$ cat src/rtl/irq_route.sv
module irq_route #(
  parameter int NUM_SRC = 8,
  parameter int NUM_CPU = 4,
  parameter int VEC_W = 8,
  parameter logic [2*NUM_SRC-1:0] SRC_CLASS = 16'hE500,
  parameter bit LEGACY_CRIT = 1'b0,
  localparam int IDX_W = $clog2(NUM_SRC),
  localparam int ADDR_W = IDX_W + 1
) (
  input  logic                       clk,
  input  logic                       rst,
  input  logic [NUM_SRC-1:0]         src_in,
  input  logic                       wr_en,
  input  logic [ADDR_W-1:0]          addr,
  input  logic [31:0]                wdata,
  output logic [31:0]                rdata,
  input  logic                       ack_valid,
  input  logic [IDX_W-1:0]           ack_src,
  output logic [NUM_CPU*NUM_SRC-1:0] cpu_req,
  output logic [4*NUM_SRC-1:0]       src_prio,
  output logic [VEC_W*NUM_SRC-1:0]   src_vec,
  output logic [NUM_CPU-1:0]         crit_out
);

  logic [NUM_SRC-1:0] msk, crt, sns, pol, src_q, pend, pend_n;
  logic [NUM_SRC-1:0] lvl, act, clr, vpr_we, dst_we, sns_ok, pol_ok;
  logic [NUM_SRC-1:0][3:0] pri;
  logic [NUM_SRC-1:0][VEC_W-1:0] vec;
  logic [NUM_SRC-1:0][NUM_CPU-1:0] dst;
  logic [NUM_CPU-1:0][NUM_SRC-1:0] crit_mat;
  logic [IDX_W-1:0] ridx;
  logic unused_bits;

  assign ridx = addr[ADDR_W-1:1];
  assign unused_bits = ^{wdata[28:24], wdata[21:20], wdata[15:VEC_W]};

  for (genvar i = 0; i < NUM_SRC; i++) begin : g_src
    localparam logic [1:0] CL = SRC_CLASS[2*i +: 2];
    logic sel;
    assign sel       = (ridx == IDX_W'(i));
    assign sns_ok[i] = (CL == 2'd0);
    assign pol_ok[i] = (CL <= 2'd1);
    assign lvl[i]    = (CL == 2'd1) | (sns_ok[i] & sns[i]);
    assign vpr_we[i] = wr_en & ~addr[0] & sel;
    assign dst_we[i] = wr_en & addr[0] & sel;
    assign clr[i]    = (ack_valid && ack_src == IDX_W'(i) && !crt[i]) || (vpr_we[i] && wdata[31]);
    assign pend_n[i] = ~lvl[i] & ((src_in[i] & ~src_q[i]) | (pend[i] & ~clr[i]));
    assign act[i]    = lvl[i] ? src_q[i] : pend[i];
    for (genvar c = 0; c < NUM_CPU; c++) begin : g_cpu
      assign cpu_req[c*NUM_SRC+i] = act[i] & ~msk[i] & ~crt[i] & dst[i][c];
      assign crit_mat[c][i] = act[i] & crt[i] & (LEGACY_CRIT | ~msk[i]) & dst[i][c];
    end
  end

  for (genvar c = 0; c < NUM_CPU; c++) begin : g_crit
    assign crit_out[c] = |crit_mat[c];
  end

  assign src_prio = pri;
  assign src_vec  = vec;

  always_ff @(posedge clk) begin
    if (rst) begin
      msk <= '1; crt <= '0; sns <= '0; pol <= '0;
      pri <= '0; vec <= '0; dst <= '0;
      src_q <= '0; pend <= '0;
    end else begin
      src_q <= src_in;
      pend  <= pend_n;
      for (int i = 0; i < NUM_SRC; i++) begin
        if (vpr_we[i]) begin
          msk[i] <= wdata[31];
          crt[i] <= wdata[29];
          sns[i] <= sns_ok[i] & wdata[22];
          pol[i] <= pol_ok[i] & wdata[23];
          pri[i] <= wdata[19:16];
          vec[i] <= wdata[VEC_W-1:0];
        end
        if (dst_we[i]) dst[i] <= wdata[NUM_CPU-1:0];
      end
    end
  end

  always_comb begin
    rdata = '0;
    if (!addr[0]) begin
      rdata[31]         = msk[ridx];
      rdata[30]         = act[ridx];
      rdata[29]         = crt[ridx];
      rdata[23]         = pol[ridx];
      rdata[22]         = sns[ridx];
      rdata[19:16]      = pri[ridx];
      rdata[VEC_W-1:0]  = vec[ridx];
    end else begin
      rdata[NUM_CPU-1:0] = dst[ridx];
    end
  end

endmodule


$ cat config.mk
export PLATFORM = sky130hd
export DESIGN_NAME = irq_route
export DESIGN_NICKNAME = d
export VERILOG_FILES = /design/src/rtl/irq_route.sv
export SDC_FILE = /design/constraint.sdc
export NUM_CORES = 1
export LEC_CHECK = 0
export ABC_AREA = 1
export ABC_CLOCK_PERIOD_IN_PS = 3900
export BUFFER_PORTS_ARGS = -buffer_cell sky130_fd_sc_hd__buf_4
export CAP_MARGIN = 40
export CORE_ASPECT_RATIO = 1.75
export CORE_UTILIZATION = 55
export DETAILED_ROUTE_END_ITERATION = 10
export GPL_TIMING_DRIVEN = 0
export PLACE_DENSITY = 0.87
export SETUP_SLACK_MARGIN = 0.2
export SLEW_MARGIN = 25
export SYNTH_ARGS = -nofsm -noshare
export SYNTH_HDL_FRONTEND = slang
export SYNTH_SLANG_ARGS = --single-unit
$ cat constraint.sdc
create_clock -name clk -period 3.9 [get_ports clk]
set_clock_uncertainty 0.15 [all_clocks]
set_input_delay 0.195 -clock clk [delete_from_list [all_inputs] [get_ports clk]]
set_output_delay 0.195 -clock clk [all_outputs]
set_load 0.01 [all_outputs]
* Word level (Yosys, flattened, before mapping)
Cells that the tools add are included.
Word-level totals: bits in registers 168, bits of input ports 51
Operators by class: magnitude comparators 1, equality and inequality tests 12, mux-type cells 25, bitwise logic cells 169, reduce and logical (&&, ||, !) cells 36
Operators with widths (number):
- AND 1 bit | 130
- NOT 1 bit | 33
- OR reduction 8 bit | 4
- binary-select mux 4 bit (select 3 bit) | 2
- binary-select mux 8 bit (select 3 bit) | 1
- 2-to-1 mux 4 bit | 5
- == test 3 bit, second input constant | 6
- logical AND 1 bit | 18
- binary-select mux 1 bit (select 3 bit) | 5
- == test 3 x 2 -> 1 bit, second input constant | 4
- 2-to-1 mux 1 bit | 9
- 2-to-1 mux 8 bit | 1
- == test 3 x 1 -> 1 bit, second input constant | 2
- zero test 1 bit | 6
- zero test 3 bit | 2
- logical OR 1 bit | 6
- bitwise OR 1 bit | 6
- less-than comparator 3 x 4 -> 1 bit, second input constant | 1
- 2-to-1 mux 3 bit | 1
- 2-to-1 mux 2 bit | 1

* Depth between registers and ports, before layout
word-level depth 9, gate-level depth with buffers 10, gate-level depth less buffers 9

* Worst setup path before layout
No wires, ideal clock.
kind input to register, from in addr[0], to reg vec (netlist bit src_vec[60]), library setup time 0.116 ns, arrival 1.119 ns, required time 3.634 ns, path slack 2.515 ns, stages on the path 7, buffers on the path 3, path through buf_4 > nor2_4 > buf_6 > nand2_2 > buf_2 > o21ai_0 > nor2_1
On the way: longest elaborated chain between the ends 3
RTL lines:
- start, declared | RTL line 14 | input logic [ADDR_W-1:0] addr,
- NOT 1 bit | RTL line 44 | assign vpr_we[i] = wr_en & ~addr[0] & sel;
- AND 1 bit (2 in a row) | RTL line 44
- end signal, assigned by index | RTL line 77 | vec[i] <= wdata[VEC_W-1:0];
- end, declared | RTL line 28 | logic [NUM_SRC-1:0][VEC_W-1:0] vec;
Every way passes these cells. A chain may end at the register's enable or synchronous reset.

* Final worst setup path
from reg crt[6], to out crit_out[0]
On the way: longest elaborated chain between the ends 4
RTL lines:
- start, declared | RTL line 25 | logic [NUM_SRC-1:0] msk, crt, sns, pol, src_q, pend, pend_n;
- start signal, assigned by index | RTL line 73 | crt[i] <= wdata[29];
- AND 1 bit (3 in a row) | RTL line 51 | assign crit_mat[c][i] = act[i] & crt[i] & (LEGACY_CRIT | ~msk[i]) & dst[i][c];
- OR reduction 8 bit | RTL line 56 | assign crit_out[c] = |crit_mat[c];
- end, declared | RTL line 22 | output logic [NUM_CPU-1:0] crit_out
Every way passes these cells.

==> results by group <==
Floorplanning
  • Die height: 164.2 µm
  • CORE AREA: around 15,000 µm²
  • I/O pin count: 215
  • Chip width: between 90 and 100 µm
  • Initial Util: 56.03%
  • Die footprint: 15,550 µm²
  • # rows: 59

Power and ir drop
  • Maximum vdd drop: 0.0002532 V
  • Static leakage: 4.958 nW
  • Power Dens Cells: 385.5 nW/µm²

Final layout
  • Diodes inserted: 0
  • Fin nets: around 1.6k
  • Area Growth Syn to Fin: 30.68%
  • Layout cell share with drive strength beyond 1: between 20% and 30%

Global routing
  • Met3 usage in global routing: 9.491%
  • Total Routing Usage GR: between 40 and 50%
  • Met2 Use GR: between 70% and 80%
  • Most Used Layer, Global Route: met2
  • Initial antenna violation count: 1
  • First-pass GRT wire length: 48,990 µm
  • Largest net degree at the start of global routing: 17
  • Overflow after GRT: 0
  • GR Layer Usage met1: 44.83%
  • Vias in the first global route: 9,134

Clocking
  • Clock transition at path regs: approximately 0.070 ns
  • H-tree levels: 4
  • Max clock buf depth: 2
  • Num Clock Sinks: about 170
  • CTS Buf Count: 17
  • Clk Latency, worst-skew pair: 0.44 ns
  • Post_cts resized: 0
  • Setup Buffers After CTS: 0
  • CTS tree: built
  • CTS hold repair buffers: 26
  • Root Buffer: clkbuf_16

Logic synthesis
  • Sequential area share after synthesis: 40.66%
  • Synth cell types: 30
  • Share of the synthesized area in the top cell type: 40.66%
  • #FFs+latches synth: 168
  • Synth top area cells: dfxtp_1 41%, nand2_1 14%, nor2_1 12%
  • Dominant cell type by area after synthesis: dfxtp_1
  • Syn_area_per_cell: 6.560 µm²
  • Mapped Area: 8272 µm²
  • Post-Syn Instances: roughly 1.3k
  • Synth warn: 0

Detailed routing
  • Vias per inst: 5.705
  • Antenna-violating nets left: 0
  • Wire per inst: roughly 19 µm
  • DR DRC count: 0
  • DRT iter0 DRCs: between 1k and 1.5k
  • Total length of routed wires: 32,770 µm
  • Pre-Repair DR Iteration Count: 7
  • Vias: 9,670

Setup path
  • Required time of the critical path: around 3.6 ns
  • Critical path, cell by cell: clkbuf_1 -> nand4_1 -> nand2_1 -> inv_1 -> nand2_1 -> nor2_1 -> nand2_1 -> buf_4
  • Slowest CP cell: clkbuf_1
  • Worst Path Arrival: 1.93 ns
  • CP dominant cell by count: nand2_1
  • Crit. End Element: output pin
  • CP max stage delay: 0.53 ns
  • Setup CP Type: flop to output pin
  • Buffers and inverters on the worst path: 3
  • Crit Path Max Fanout: 8
  • Startpoint types: flop
  • CP delay by family, top: buffers and inverters

Place
  • Routability cong.: ~1.0
  • Port bufs: 180
  • Final HPWL DP: between 20,000 and 25,000 µm
  • Dpl ws: 1.906 ns

Timing
  • RSZ-0062 raised after global routing: no
  • Worst rel slew slack: 37.51%
  • Slew @ Worst Pin: 0.9302 ns
  • Final setup violation count: 0
  • Final worst-path cycle share: 58.42%
  • Setup WS post-layout: ~1.6 ns
  • Final Hold Vio Count: 0
  • Minimum clock period: about 2.3 ns
  • Max frequency: 438.9 MHz
  • Pins Over Slew Limit: 0
  • Setup TNS: 0 ns

Job
  • Max-cap violation count: 0

Worst hold path
  • Hold Crit Class: input pin to flop

Run status
  • Status: complete, no violations
[state kept, by name (all words and copies together) (netlist names)]
| register | flops |
|---|---|
| src_vec | 64 |
| src_q | 8 |
| pol | 6 |
| dst | 32 |
| src_prio | 32 |
| msk | 8 |
| crt | 8 |
| sns | 4 |
| pend | 6 |
[report_power, final]
group	total, mW	internal, mW	switching, mW
registers	1.80	1.76	0.0403
logic	0.481	0.170	0.311
clock network	1.89	1.11	0.777
[through the flow]
stage | total power [mW] | instance area, µm² | instances | hold WS (ns) | utilization, %
2_1_floorplan | 2.078 | 8324 | 1275 | 0.1520 | -
3_3_place_gp | 2.266 | 9905 | 1638 | 0.2496 | 67.08
3_5_place_dp | 2.273 | 9905 | 1638 | 0.2568 | 67.08
4_1_cts | 4.117 | 10810 | 1695 | 0.007585 | 73.21
5_1_grt | 4.251 | 10810 | 1695 | 0.01554 | 73.21
6_report | 4.167 | 10810 | 1695 | 0.007308 | 73.21
[worst paths after layout]
check        startpoint          end  slack (ns)  cells past startpoint
max              crt[6]  crit_out[0]        1.62                      8
min            wdata[2]      dst[22]       0.007                      3
max reg2reg      crt[6]      pend[6]        1.87                      5
min reg2reg      sns[3]      pend[3]        0.29                      1
[cell families (layout without fill, tap and decap cells)]
family	Yosys count	in the layout	synth area share, %
buffers and inverters	180	417	10.38
other	1	15	0.04534
AND/OR/NAND/NOR	684	684	34.65
flip-flops	168	168	40.66
AO/OA/AOI/OAI	228	228	14.26
[placed cells by master (no fill, tap or decap), types with 2 or more instances in the layout]
cell type,n
clkbuf_16,17
inv_8,3
nand2_1,307
buf_2,20
conb_1,15
dlygate4sd3_1,26
o22ai_1,3
nor2_4,4
nor2_1,275
clkinv_2,3
nand4_1,40
buf_4,209
buf_6,6
nand3b_1,5
inv_1,86
a22oi_1,6
a21oi_1,57
nor2_2,4
nand3_4,3
inv_2,11
nand2_4,3
o21ai_1,20
clkbuf_1,24
bufinv_16,4
inv_6,4
or2_2,2
o211ai_1,7
dfxtp_1,168
nand3_2,3
nand2_2,4
nand3_1,33
o21ai_0,134
[area by class of cell]
class	instances	area [µm²]
Clock inverter	13	205.2
Sequential cell	168	3363
Buffer	80	479.2
Multi-Input combinational cell	927	4103
Fill cell	1232	3955
Inverter	100	379.1
Tap cell	183	229.0
Timing Repair Buffer	206	1612
Clock buffer	18	439.2
[Yosys cell counts]
cell type  number
nand2_4         3
nor2_1        275
nand3_4         3
buf_1           1
or2_2           2
inv_1          86
nand2_2         4
a22oi_1         6
nor3_1          1
o21ai_0       134
buf_6           6
nand4_1        40
clkbuf_1       24
nand3b_1        5
nor2_2          4
a21oi_1        57
o21a_1          1
nand3_1        33
o211ai_1        7
o21ai_1        20
nand2_1       307
clkinv_2        3
nor2_4          4
conb_1          1
dfxtp_1       168
buf_2          20
inv_2          11
o22ai_1         3
nand3_2         3
buf_4          29
[metal layers]
metal | part of all wire, % | wire, µm
met4 | 10 | 3351
met5 | 0.037 | 12
met1 | 32 | 10490
met3 | 10 | 3393
met2 | 47 | 15530
[worst reg2reg max path: cells and delay by family, from the launching register on]
kind / cells / cell delay [ns]
simple gates: 3 / 1.02
buf+inv: 1 / 0.31
flops: 1 / 0.30
compound gates: 1 / 0.14
(Power assumes the default switching activity.)
